**src/rtl/irq_ctrl_pkg.sv**
```systemverilog
package irq_ctrl_pkg;
  // index width for n items, never below 1
  function automatic int unsigned idx_bits(int unsigned n);
    return (n > 1) ? $clog2(n) : 1;
  endfunction
endpackage

```
**src/rtl/irq_pend_bank.sv**
```systemverilog
module irq_pend_bank #(
  parameter int unsigned W = 8
) (
  input  logic         clk_i,
  input  logic         rst_ni,
  input  logic [W-1:0] req_i,
  input  logic [W-1:0] clr_i,
  output logic [W-1:0] pend_o,
  output logic [W-1:0] pend_nxt_o
);
  logic [W-1:0] req_q;
  logic [W-1:0] rise;

  assign rise       = req_i & ~req_q;
  // a fresh edge wins over a clear in the same cycle
  assign pend_nxt_o = (pend_o & ~clr_i) | rise;

  always_ff @(posedge clk_i or negedge rst_ni) begin
    if (!rst_ni) begin
      req_q  <= '0;
      pend_o <= '0;
    end else begin
      req_q  <= req_i;
      pend_o <= pend_nxt_o;
    end
  end

  assert_pend_hold_R6: assert property (@(posedge clk_i) disable iff (!rst_ni)
    1'b1 |=> ((pend_o & $past(pend_o & ~clr_i)) == $past(pend_o & ~clr_i)));

  assert_ack_clear_R8: assert property (@(posedge clk_i) disable iff (!rst_ni)
    1'b1 |=> ((pend_o & $past(clr_i & ~rise)) == '0));

  assert_no_relatch_R2: assert property (@(posedge clk_i) disable iff (!rst_ni)
    1'b1 |=> ((pend_o & $past(clr_i & req_i & req_q)) == '0));
endmodule

```
**src/rtl/irq_first_pick.sv**
```systemverilog
module irq_first_pick #(
  parameter int unsigned W  = 8,
  parameter int unsigned IW = 3
) (
  input  logic [W-1:0]  req_i,
  output logic          valid_o,
  output logic [IW-1:0] idx_o
);
  assign valid_o = |req_i;

  always_comb begin
    idx_o = '0;
    for (int i = W - 1; i >= 0; i--) begin
      if (req_i[i]) idx_o = IW'(i);
    end
  end

  logic [W-1:0] below_mask;
  always_comb begin
    below_mask = '0;
    for (int i = 0; i < W; i++) below_mask[i] = (i < int'(idx_o));
  end

  always_comb begin
    if (valid_o) begin
      assert_lowest_pick_R3: assert (req_i[idx_o] && ((req_i & below_mask) == '0));
    end
  end
endmodule

```
**src/rtl/prio_irq_ctrl.sv**
```systemverilog
module prio_irq_ctrl
  import irq_ctrl_pkg::*;
#(
  parameter int unsigned N_MASK = 8,
  parameter int unsigned N_NMI  = 2,
  parameter int unsigned VEC_W  = idx_bits(N_MASK + N_NMI)
) (
  input  logic              clk_i,
  input  logic              rst_ni,
  input  logic [N_MASK-1:0] irq_req_i,
  input  logic [N_NMI-1:0]  nmi_req_i,
  input  logic              int_en_i,
  input  logic              ack_i,
  input  logic [VEC_W-1:0]  ack_vec_i,
  output logic              irq_o,
  output logic [VEC_W-1:0]  vec_o,
  output logic              nmi_o
);
  localparam int unsigned MI_W = idx_bits(N_MASK);
  localparam int unsigned NI_W = idx_bits(N_NMI);

  logic [N_MASK-1:0] mask_clr, mask_pend, mask_nxt;
  logic [N_NMI-1:0]  nmi_clr, nmi_pend, nmi_nxt;
  logic              mask_v, nmi_v;
  logic [MI_W-1:0]   mask_idx;
  logic [NI_W-1:0]   nmi_idx;

  for (genvar k = 0; k < N_NMI; k++) begin : g_nmi_ack
    assign nmi_clr[k] = ack_i && (ack_vec_i == VEC_W'(k));
  end
  for (genvar i = 0; i < N_MASK; i++) begin : g_mask_ack
    assign mask_clr[i] = ack_i && (ack_vec_i == VEC_W'(N_NMI + i));
  end

  irq_pend_bank #(.W(N_NMI)) u_nmi_bank (
    .clk_i, .rst_ni, .req_i(nmi_req_i), .clr_i(nmi_clr),
    .pend_o(nmi_pend), .pend_nxt_o(nmi_nxt)
  );
  irq_pend_bank #(.W(N_MASK)) u_mask_bank (
    .clk_i, .rst_ni, .req_i(irq_req_i), .clr_i(mask_clr),
    .pend_o(mask_pend), .pend_nxt_o(mask_nxt)
  );

  irq_first_pick #(.W(N_NMI), .IW(NI_W)) u_nmi_pick (
    .req_i(nmi_nxt), .valid_o(nmi_v), .idx_o(nmi_idx)
  );
  irq_first_pick #(.W(N_MASK), .IW(MI_W)) u_mask_pick (
    .req_i(mask_nxt), .valid_o(mask_v), .idx_o(mask_idx)
  );

  logic             irq_d, nmi_d;
  logic [VEC_W-1:0] vec_d;

  always_comb begin
    irq_d = 1'b0;
    nmi_d = 1'b0;
    vec_d = '0;
    if (nmi_v) begin
      irq_d = 1'b1;
      nmi_d = 1'b1;
      vec_d = VEC_W'(nmi_idx);
    end else if (int_en_i && mask_v) begin
      irq_d = 1'b1;
      vec_d = VEC_W'(N_NMI) + VEC_W'(mask_idx);
    end
  end

  always_ff @(posedge clk_i or negedge rst_ni) begin
    if (!rst_ni) begin
      irq_o <= 1'b0;
      nmi_o <= 1'b0;
      vec_o <= '0;
    end else begin
      irq_o <= irq_d;
      nmi_o <= nmi_d;
      vec_o <= vec_d;
    end
  end

  assert_nmi_wins_R4: assert property (@(posedge clk_i) disable iff (!rst_ni)
    (|nmi_pend) |-> (irq_o && nmi_o && (vec_o < VEC_W'(N_NMI))));

  assert_masked_quiet_R5: assert property (@(posedge clk_i) disable iff (!rst_ni)
    (irq_o && !nmi_o) |-> $past(int_en_i));

  assert_deferred_shown_R6: assert property (@(posedge clk_i) disable iff (!rst_ni)
    ((|mask_pend) && $past(int_en_i)) |-> irq_o);

  assert_vec_stable_R9: assert property (@(posedge clk_i) disable iff (!rst_ni)
    (irq_o && !ack_i && (nmi_o || int_en_i)) |=> (irq_o && (vec_o <= $past(vec_o))));
endmodule

```
**config.mk**
```make
export PLATFORM = sky130hd
export DESIGN_NAME = prio_irq_ctrl
export DESIGN_NICKNAME = d
export VERILOG_FILES = /design/src/rtl/irq_ctrl_pkg.sv /design/src/rtl/irq_pend_bank.sv /design/src/rtl/irq_first_pick.sv /design/src/rtl/prio_irq_ctrl.sv
export SDC_FILE = /design/constraint.sdc
export NUM_CORES = 1
export LEC_CHECK = 0
export ABC_AREA = 1
export CAP_MARGIN = 20
export CELL_PAD_IN_SITES_DETAIL_PLACEMENT = 0
export CELL_PAD_IN_SITES_GLOBAL_PLACEMENT = 1
export CORE_AREA = 2 2 65 67
export CTS_CLUSTER_DIAMETER = 50
export DETAILED_ROUTE_END_ITERATION = 6
export DIE_AREA = 0 0 67 69
export PLACE_DENSITY_LB_ADDON = 0.1
export RECOVER_POWER = 25
export SYNTH_ARGS = -nofsm -noshare
export SYNTH_HDL_FRONTEND = slang
export SYNTH_SLANG_ARGS = --single-unit
```
**constraint.sdc**
```tcl
create_clock -name clk_i -period 1.35 [get_ports clk_i]
set_clock_uncertainty 0.05 [all_clocks]
set_input_delay 0.405 -clock clk_i [delete_from_list [all_inputs] [get_ports clk_i]]
set_output_delay 0.405 -clock clk_i [all_outputs]
set_load 0.02 [all_outputs]
```
==> impl_metrics.yaml, run 1 <==
worst_setup_path:
  crit_required_ns: 1.47
  arrival_ns: 1.67
  reg2reg_slack_ns: -0.05
  end_kind: "register"
  reg2regPathDepth: 10
  worstReg2RegEnd: "vec_o[2]"
  crit_fanout: 3
  rr_startpoint: "u_mask_bank.req_q[7]"
  critPathKind: "in2reg"
  worstSetupStartpointType: "input pin"
clock_network:
  htreeDepth: 1
  cts_tree: "yes"
  clk_path_buf_depth: 2
  clk_pin_slew_ns: 0.10
  hold_buffers: 0
  cts_root_buf: "clkbuf_8"
  cts_made_buffers: 3
  clk_latency_ns: 0.27
  cts.sinks: 26
synth:
  synthTopCellsByCount: "inv_1 (31), dfrtp_1 (26), nand2_1 (20), nor2_1 (20), nand3_1 (8)"
  yosys_warnings: 0
  syn-cell-area_mm2: 0.00114
  yosysUniqueCellTypes: 17
  synth.area.top_cells: "dfrtp_1 (57%), inv_1 (10%), nand2_1 (6.6%)"
  synth-edff-count: 0
  ys_ff_latch: 26
  synthesis.nets: 148
  ys.flop_type: "dfrtp_1"
  synth_largest_area_cell: "dfrtp_1"
  synth-async-reset-ratio: 1.00
  synth_area_per_cell_um2: 8.82
  synth_top_area_frac: 0.572
  ys_seq_area_frac: 0.572
  yosysMostFrequentCell: "inv_1"
  syn_inst: 129
finish:
  layout.nets: 196
  drive_above_1_share: 0.477
  antenna_cells: 0
  area_delta_synth_final_pct: 56.3
floorplanning:
  die_area_mm2: 0.00462
  start_util: 0.291
  die_height_um: 69
  io-pin-count: 24
  die_w_um: 67
  row_count: 23
  coreArea_mm2: 0.00391
worst_hold_path:
  hp-start: "irq_req_i[2]"
  whs_path_depth: 1
  whs_endpoint: "u_mask_bank.req_q[2]"
  hold_class: "in2reg"
job:
  drv_cap: 0
outcome:
  status: "finished, violations left"
  violations: "negative setup slack"
global_route:
  grt.overflow.total: 0
  first_global_vias: 972
  antenna_found_initial: 0
  grt_max_degree: 27
  grt_pass1_wl_um: 4350
  grt_usage: 0.122
routing:
  wl_um: 2450
  wl_met3_um: 102
  wl_met1_um: 1090
  top_layer: "met4"
  drt_iter0_drc: 19
  post-route-drc-count: 0
  vias_per_cell: 4.11
  dr_total_vias: 928
  drt_pre_antenna_iters: 3
  wire_per_inst_um: 10.8
  routed-wl-met2_um: 1240
  ant_nets: 0
power_and_ir_drop:
  power_leakage_nw: 0.804
  peakVddDrop_uv: 348
  power_density_mw_per_mm2: 970
timing:
  clock.fmax_ghz: 0.642
  worst_slack_ns: -0.206
  min_period_ns: 1.56
  finalHoldViolCount: 0
  rsz0062_at_grt: "true"
  tns_ns: -0.660
  setup_viol: 5
  slew_viol_final: 0
  maxSlewHeadroom: 0.554
  tightest_slew_ns: 0.669
  finalCritPeriodShare: 1.15
placement:
  portBuffers: 23
  gp_congestion: 0.820
  dp_slack_ns: -1.01
  dp_hpwl_um: 1760
## report_power, final
group	total (mW)	internal [mW]	leakage (nW)	switching [mW]
clock	0.647	0.397	0.0357	0.250
sequential	0.829	0.814	0.283	0.0148
combinational	0.248	0.117	0.486	0.131
## layout by cell type (no fill, tap or decap), drive strengths merged
| master | synthesis | layout |
|---|---|---|
| inv | 33 | 33 |
| buf | 0 | 30 |
| nor2 | 27 | 27 |
| dfrtp | 26 | 26 |
| nand2 | 25 | 25 |
| nand3 | 8 | 8 |
| dlygate4sd2 | 0 | 6 |
| clkdlybuf4s50 | 0 | 5 |
| a21oi | 5 | 5 |
| clkbuf | 0 | 4 |
| a22oi | 2 | 2 |
| a31oi | 1 | 1 |
| nor3 | 1 | 1 |
| ha | 1 | 1 |
| bufinv | 0 | 1 |
| dlygate4sd3 | 0 | 1 |
## area by class of cell
type                    instances  area, um2
repair buffers                 43        354
flip-flops and latches         26        651
clock buffers                   3       41.3
inverters                      33        144
multi-input cells              70        495
clock inverters                 1       30.0
well taps                      50       62.6
fillers                       411       2140
## per-layer routing
layer | track usage | up-vias
li1 | - | 473
met1 | 0.163 | 439
met2 | 0.197 | 14
met3 | 0.0261 | 2
met4 | 0.0340 | 0
met5 | 0 | -
## flip-flops by register name, summed over array words and instances, names as in the netlist
signal and cells:
u_mask_bank.pend_o 8, u_nmi_bank.pend_o 2, nmi_o 1, vec_o 4
u_mask_bank.req_q 8, irq_o 1, u_nmi_bank.req_q 2
## per-stage QoR
| step | std cells | area (um2) | total power, mW | utilization | hold slack [ns] |
|---|---|---|---|---|---|
| 2_1_floorplan | 129 | 1190 | 0.930 | - | 0.0594 |
| 3_3_place_gp | 215 | 1590 | 1.06 | 0.407 | 0.424 |
| 3_5_place_dp | 215 | 1590 | 1.07 | 0.407 | 0.423 |
| 4_1_cts | 226 | 1720 | 1.74 | 0.439 | 0.321 |
| 5_1_grt | 226 | 1780 | 1.81 | 0.454 | 0.320 |
| 6_report | 226 | 1780 | 1.72 | 0.454 | 0.324 |
## worst max-delay path by stage
stage	from	to	slack, ns	cells past startpoint
2_1_floorplan	ack_vec_i[3]	vec_o[2]	-0.22	11
5_1_grt	ack_vec_i[3]	vec_o[2]	-0.31	13
3_3_place_gp	ack_vec_i[2]	vec_o[2]	-0.98	9
6_report	ack_vec_i[3]	vec_o[2]	-0.21	13
3_5_place_dp	ack_vec_i[2]	vec_o[2]	-1.01	11
4_1_cts	ack_vec_i[3]	vec_o[2]	-0.22	13
## logic make-up (layout without fill, tap and decap cells)
family                     count (synthesis)  after routing  synth area share
DFF                                       26             26             0.572
AOI/OAI and AO/OA                          8              8            0.0616
and+or+nand+nor                           61             61             0.246
buffers and inverters                     33             80             0.109
adders and majority gates                  1              1            0.0110
## what timing repair did
action | CTS | global route
buffers inserted | 7 | 1
hold endpoints to repair | 0 | 0
setup endpoints to repair | 21 | 6
pin swaps | 17 | 8
resized for setup | 72 | 23
## worst max-delay path: stages
cell	delay (ns)
buf_8	0.10
buf_8	0.13
inv_12	0.05
nand3_4	0.06
nor2_2	0.09
nor2_1	0.05
nor2_2	0.18
nand2_2	0.09
nor2_4	0.10
nor3_2	0.05
ha_1	0.28
inv_1	0.05
nor2_1	0.04
Power figures use the tool's default switching activity.
==> inputs of run 2 (changes only) <==
- PLACE_DENSITY: default -> 0.68
- PLACE_DENSITY_LB_ADDON: 0.1 -> default
==> impl_metrics.yaml, run 2 (synthesized netlist as in run 1, its figures left out) <==
finish:
  layout.nets: 195
  fin_util: 0.456
  antenna_cells: 0
  area_delta_synth_final_pct: 57.0
  drive_above_1_share: 0.463
  top_regs: "u_mask_bank.pend_o (8), u_mask_bank.req_q (8), vec_o (4)"
  layout_common_cells: "inv_1 (26), dfrtp_1 (26), buf_4 (17), nand2_1 (14), nor2_1 (12)"
  final_area_mm2: 0.00179
  fin_cells: 225
routing:
  dr_total_vias: 946
  wire_per_inst_um: 10.9
  ant_nets: 0
  post-route-drc-count: 0
  drt_iter0_drc: 8
  vias_per_cell: 4.20
  wl_um: 2460
  drt_pre_antenna_iters: 2
timing:
  setup_viol: 5
  maxSlewHeadroom: 0.581
  finalCritPeriodShare: 1.19
  tns_ns: -0.776
  clock.fmax_ghz: 0.621
  finalHoldViolCount: 0
  min_period_ns: 1.61
  slew_viol_final: 0
  rsz0062_at_grt: "true"
  worst_slack_ns: -0.260
  tightest_slew_ns: 0.628
worst_setup_path:
  end_kind: "register"
  worstSetupStartpointType: "input pin"
  crit_fanout: 3
  critPathKind: "in2reg"
  arrival_ns: 1.73
  crit_required_ns: 1.47
power_and_ir_drop:
  peakVddDrop_uv: 392
  finalPower_mw: 1.73
  power_density_mw_per_mm2: 966
  power_leakage_nw: 0.812
floorplanning:
  row_count: 23
  start_util: 0.291
  die_area_mm2: 0.00462
  die_w_um: 67
  die_height_um: 69
  coreArea_mm2: 0.00391
  io-pin-count: 24
global_route:
  grt_pass1_wl_um: 4420
  grt_max_degree: 27
  grt_usage: 0.122
  first_global_vias: 1048
  grt.overflow.total: 0
  antenna_found_initial: 0
clock_network:
  htreeDepth: 1
  clk_latency_ns: 0.27
  cts_made_buffers: 3
  cts_root_buf: "clkbuf_8"
  cts.sinks: 26
  clk_pin_slew_ns: 0.09
  cts_tree: "yes"
  clk_path_buf_depth: 2
placement:
  portBuffers: 23
  dp_hpwl_um: 1760
  gp_congestion: 0.806
  place_area_mm2: 0.00160
  dp.cells: 216
job:
  drv_cap: 0
worst_hold_path:
  hold_class: "in2reg"
outcome:
  violations: "negative setup slack"
  status: "finished, violations left"
-- run 2: cell types whose count changed in the layout (fill, tap and decap cells not counted), sizes merged --
| cell | before | now |
|---|---|---|
| buf | 30 | 28 |
| clkbuf | 4 | 5 |
| clkdlybuf4s50 | 5 | 4 |
| clkdlybuf4s25 | 0 | 1 |
-- run 2: worst paths after layout --
check	from	endpoint	slack, ns	cells after the start
worst min-delay path	irq_req_i[6]	u_mask_bank.req_q[6]	0.33	1
max in group asynchronous	rst_ni	u_mask_bank.pend_o[4]	0.22	2
worst max register to register	u_mask_bank.pend_o[3]	vec_o[2]	-0.06	9
worst max-delay path	ack_vec_i[3]	vec_o[2]	-0.26	12
worst min register to register	u_mask_bank.pend_o[0]	u_mask_bank.pend_o[0]	0.47	2
min in group asynchronous	rst_ni	vec_o[3]	0.62	2
-- run 2: where the power goes --
part / internal [mW] / switching, mW / leakage [nW] / total (mW)
clock network: 0.397 / 0.246 / 0.0357 / 0.643
logic: 0.117 / 0.137 / 0.494 / 0.254
registers: 0.814 / 0.0142 / 0.283 / 0.829
-- run 2: stage by stage --
step           setup slack (ns)  hold slack, ns
4_1_cts                  -0.247           0.323
5_1_grt                  -0.342           0.326
3_3_place_gp             -0.958           0.422
3_5_place_dp              -1.02           0.429
6_report                 -0.260           0.328
2_1_floorplan            -0.224          0.0594
-- run 2: critical path, cell delays in order --
cell,delay [ns]
buf_8,0.08
buf_6,0.10
nand2_4,0.05
nor2_4,0.13
nand2_2,0.09
a21oi_4,0.18
nand2_4,0.08
a31oi_4,0.18
nor2_2,0.06
ha_1,0.28
inv_1,0.05
nor2_1,0.04
-- run 2: layout make-up --
class | count | area (um2)
Clock buffer | 3 | 41.3
Fill cell | 409 | 2130
Inverter | 33 | 141
Tap cell | 50 | 62.6
Clock inverter | 1 | 30.0
Multi-Input combinational cell | 70 | 526
Sequential cell | 26 | 651
Timing Repair Buffer | 42 | 334
-- run 2: metal layers --
| metal | track usage | up-vias | wire (um) |
|---|---|---|---|
| li1 | - | 469 | - |
| met1 | 0.141 | 457 | 975 |
| met2 | 0.215 | 16 | 1370 |
| met3 | 0.0294 | 4 | 106 |
| met4 | 0.0385 | 0 | 15 |
| met5 | 0 | - | 0 |
-- run 2: what timing repair did --
| action | 4_1_cts | 5_1_grt |
|---|---|---|
| buffers inserted | 5 | 2 |
| pin swaps | 24 | 14 |
| hold buffers | 0 | 0 |
| setup endpoints to repair | 22 | 6 |
| gates resized for setup | 73 | 18 |
==> inputs of run 3 (changes only) <==
- CORE_AREA: 2 2 65 67 -> 2 2 62 64
- DIE_AREA: 0 0 67 69 -> 0 0 64 66
- PLACE_DENSITY: 0.68 -> 0.74
==> impl_metrics.yaml, run 3 (synthesized netlist as in run 1, its figures left out) <==
global_route:
  grt.overflow.total: 0
  grt_pass1_wl_um: 4180
  first_global_vias: 973
  antenna_found_initial: 0
  grt_usage: 0.127
  grt_max_degree: 27
worst_setup_path:
  worst_path_max_delay_cell: "ha_1"
  end_kind: "register"
  reg2reg_slack_ns: -0.11
  arrival_ns: 1.72
  worstReg2RegEnd: "vec_o[0]"
  critPathKind: "in2reg"
  path_buf_inv: 3
  crit_fanout: 3
  path_delay_family: "simple AND/OR/NAND/NOR gates"
  path_cells: "buf_8 > buf_8 > nor2_4 > nand3_1 > a21oi_4 > nand2_2 > nor2_4 > nor3_2 > ha_1 > inv_1 > nor2_1"
  reg2regPathDepth: 11
  slowest_delay_ns: 0.28
  crit_required_ns: 1.53
  rr_startpoint: "u_mask_bank.req_q[4]"
  worstSetupStartpointType: "input pin"
timing:
  clock.fmax_ghz: 0.648
  rsz0062_at_grt: "true"
  worst_slack_ns: -0.194
  finalHoldViolCount: 0
  finalCritPeriodShare: 1.14
  holdWs_ns: 0.274
  setup_viol: 5
  tightest_slew_ns: 0.636
  min_period_ns: 1.54
  maxSlewHeadroom: 0.576
  slew_viol_final: 0
finish:
  layout_common_cells: "inv_1 (26), dfrtp_1 (26), buf_4 (19), nand2_1 (16), nor2_1 (11)"
  fill_cells: 345
  drive_above_1_share: 0.458
  area_delta_synth_final_pct: 58.5
  top_regs: "u_mask_bank.pend_o (8), u_mask_bank.req_q (8), vec_o (4)"
  antenna_cells: 0
  layout.nets: 199
worst_hold_path:
  hold_class: "in2reg"
  whs_endpoint: "u_mask_bank.req_q[2]"
  whs_path_depth: 1
  hp-start: "irq_req_i[2]"
placement:
  portBuffers: 23
  gp_congestion: 0.802
  dp_hpwl_um: 1620
  dp_slack_ns: -1.01
floorplanning:
  die_height_um: 66
  io-pin-count: 24
  row_count: 22
  start_util: 0.320
  die_w_um: 64
  die_area_mm2: 0.00422
  coreArea_mm2: 0.00355
clock_network:
  cts_made_buffers: 3
  hold_buffers: 0
  htreeDepth: 1
  cts.sinks: 26
  cts_tree: "yes"
  clk_pin_slew_ns: 0.14
  clk_path_buf_depth: 2
  cts_root_buf: "clkbuf_4"
  clk_latency_ns: 0.31
routing:
  drt_pre_antenna_iters: 4
  drt_iter0_drc: 46
  vias_per_cell: 4.19
  post-route-drc-count: 0
  wire_per_inst_um: 10.6
  wl_um: 2410
  ant_nets: 0
  dr_total_vias: 952
power_and_ir_drop:
  share_seq_of_total_power: 0.514
  power_density_mw_per_mm2: 896
  p_sw_uw: 375
  comb_power_share: 0.159
  power_leakage_nw: 0.835
  peakVddDrop_uv: 655
  p_int_mw: 1.24
  p_sw_frac: 0.232
  p_clk_frac: 0.327
outcome:
  violations: "negative setup slack"
  status: "finished, violations left"
job:
  drv_cap: 0
run 3: area by class of cell:
type | instances | area, um2 | area share
clock inverters | 1 | 30.0 | 0.0167
repair buffers | 46 | 407 | 0.226
multi-input cells | 70 | 492 | 0.273
well taps | 48 | 60.1 | 0.0333
inverters | 33 | 141 | 0.0784
clock buffers | 3 | 22.5 | 0.0125
flip-flops and latches | 26 | 651 | 0.361
run 3: worst max-delay path by stage:
stage	slack (ns)	start	to	cells after the start
after global routing	-0.25	ack_vec_i[3]	vec_o[2]	13
final	-0.19	ack_vec_i[3]	vec_o[2]	11
after global placement	-0.95	ack_vec_i[2]	vec_o[2]	11
after detailed placement	-1.01	ack_vec_i[2]	vec_o[2]	11
after CTS	-0.16	ack_vec_i[3]	vec_o[2]	13
after floorplan	-0.22	ack_vec_i[3]	vec_o[2]	11
run 3: metal layers:
| metal | part of all wire | vias to the layer above | global-route usage |
|---|---|---|---|
| met2 | 0.55 | 15 | 0.225 |
| met3 | 0.027 | 4 | 0.0221 |
| met4 | 0.0079 | 0 | 0.0326 |
| met1 | 0.41 | 455 | 0.161 |
| li1 | - | 478 | - |
| met5 | 0 | - | 0 |
run 3: worst reg2reg max path: cells and delay by family (launching register included):
| kind | cells | cell delay (ns) |
|---|---|---|
| buffers and inverters | 3 | 0.34 |
| flip-flops | 1 | 0.39 |
| AND/OR/NAND/NOR | 8 | 0.60 |
run 3: power groups by stage:
stage	Clock, mW	Sequential (mW)	Combinational (mW)
global placement	0	0.841	0.217
CTS	0.547	0.829	0.250
detailed placement	0	0.843	0.221
finish	0.528	0.830	0.257
global route	0.589	0.834	0.285
floorplan	0	0.843	0.0868
run 3: stage by stage:
| stage | cells | cell area, um2 | setup TNS [ns] | util | power, mW |
|---|---|---|---|---|---|
| floorplan | 129 | 1190 | -0.405 | - | 0.930 |
| global placement | 213 | 1590 | -8.70 | 0.447 | 1.06 |
| detailed placement | 213 | 1590 | -9.03 | 0.447 | 1.06 |
| global route | 227 | 1800 | -0.921 | 0.508 | 1.71 |
| finish | 227 | 1800 | -0.518 | 0.508 | 1.61 |
| CTS | 226 | 1740 | -0.371 | 0.490 | 1.63 |
run 3: what timing repair did:
item | CTS | global route
setup buffers | 11 | 1
gates resized for setup | 76 | 21
endpoints found under the setup margin | 19 | 12
pin swaps | 18 | 9
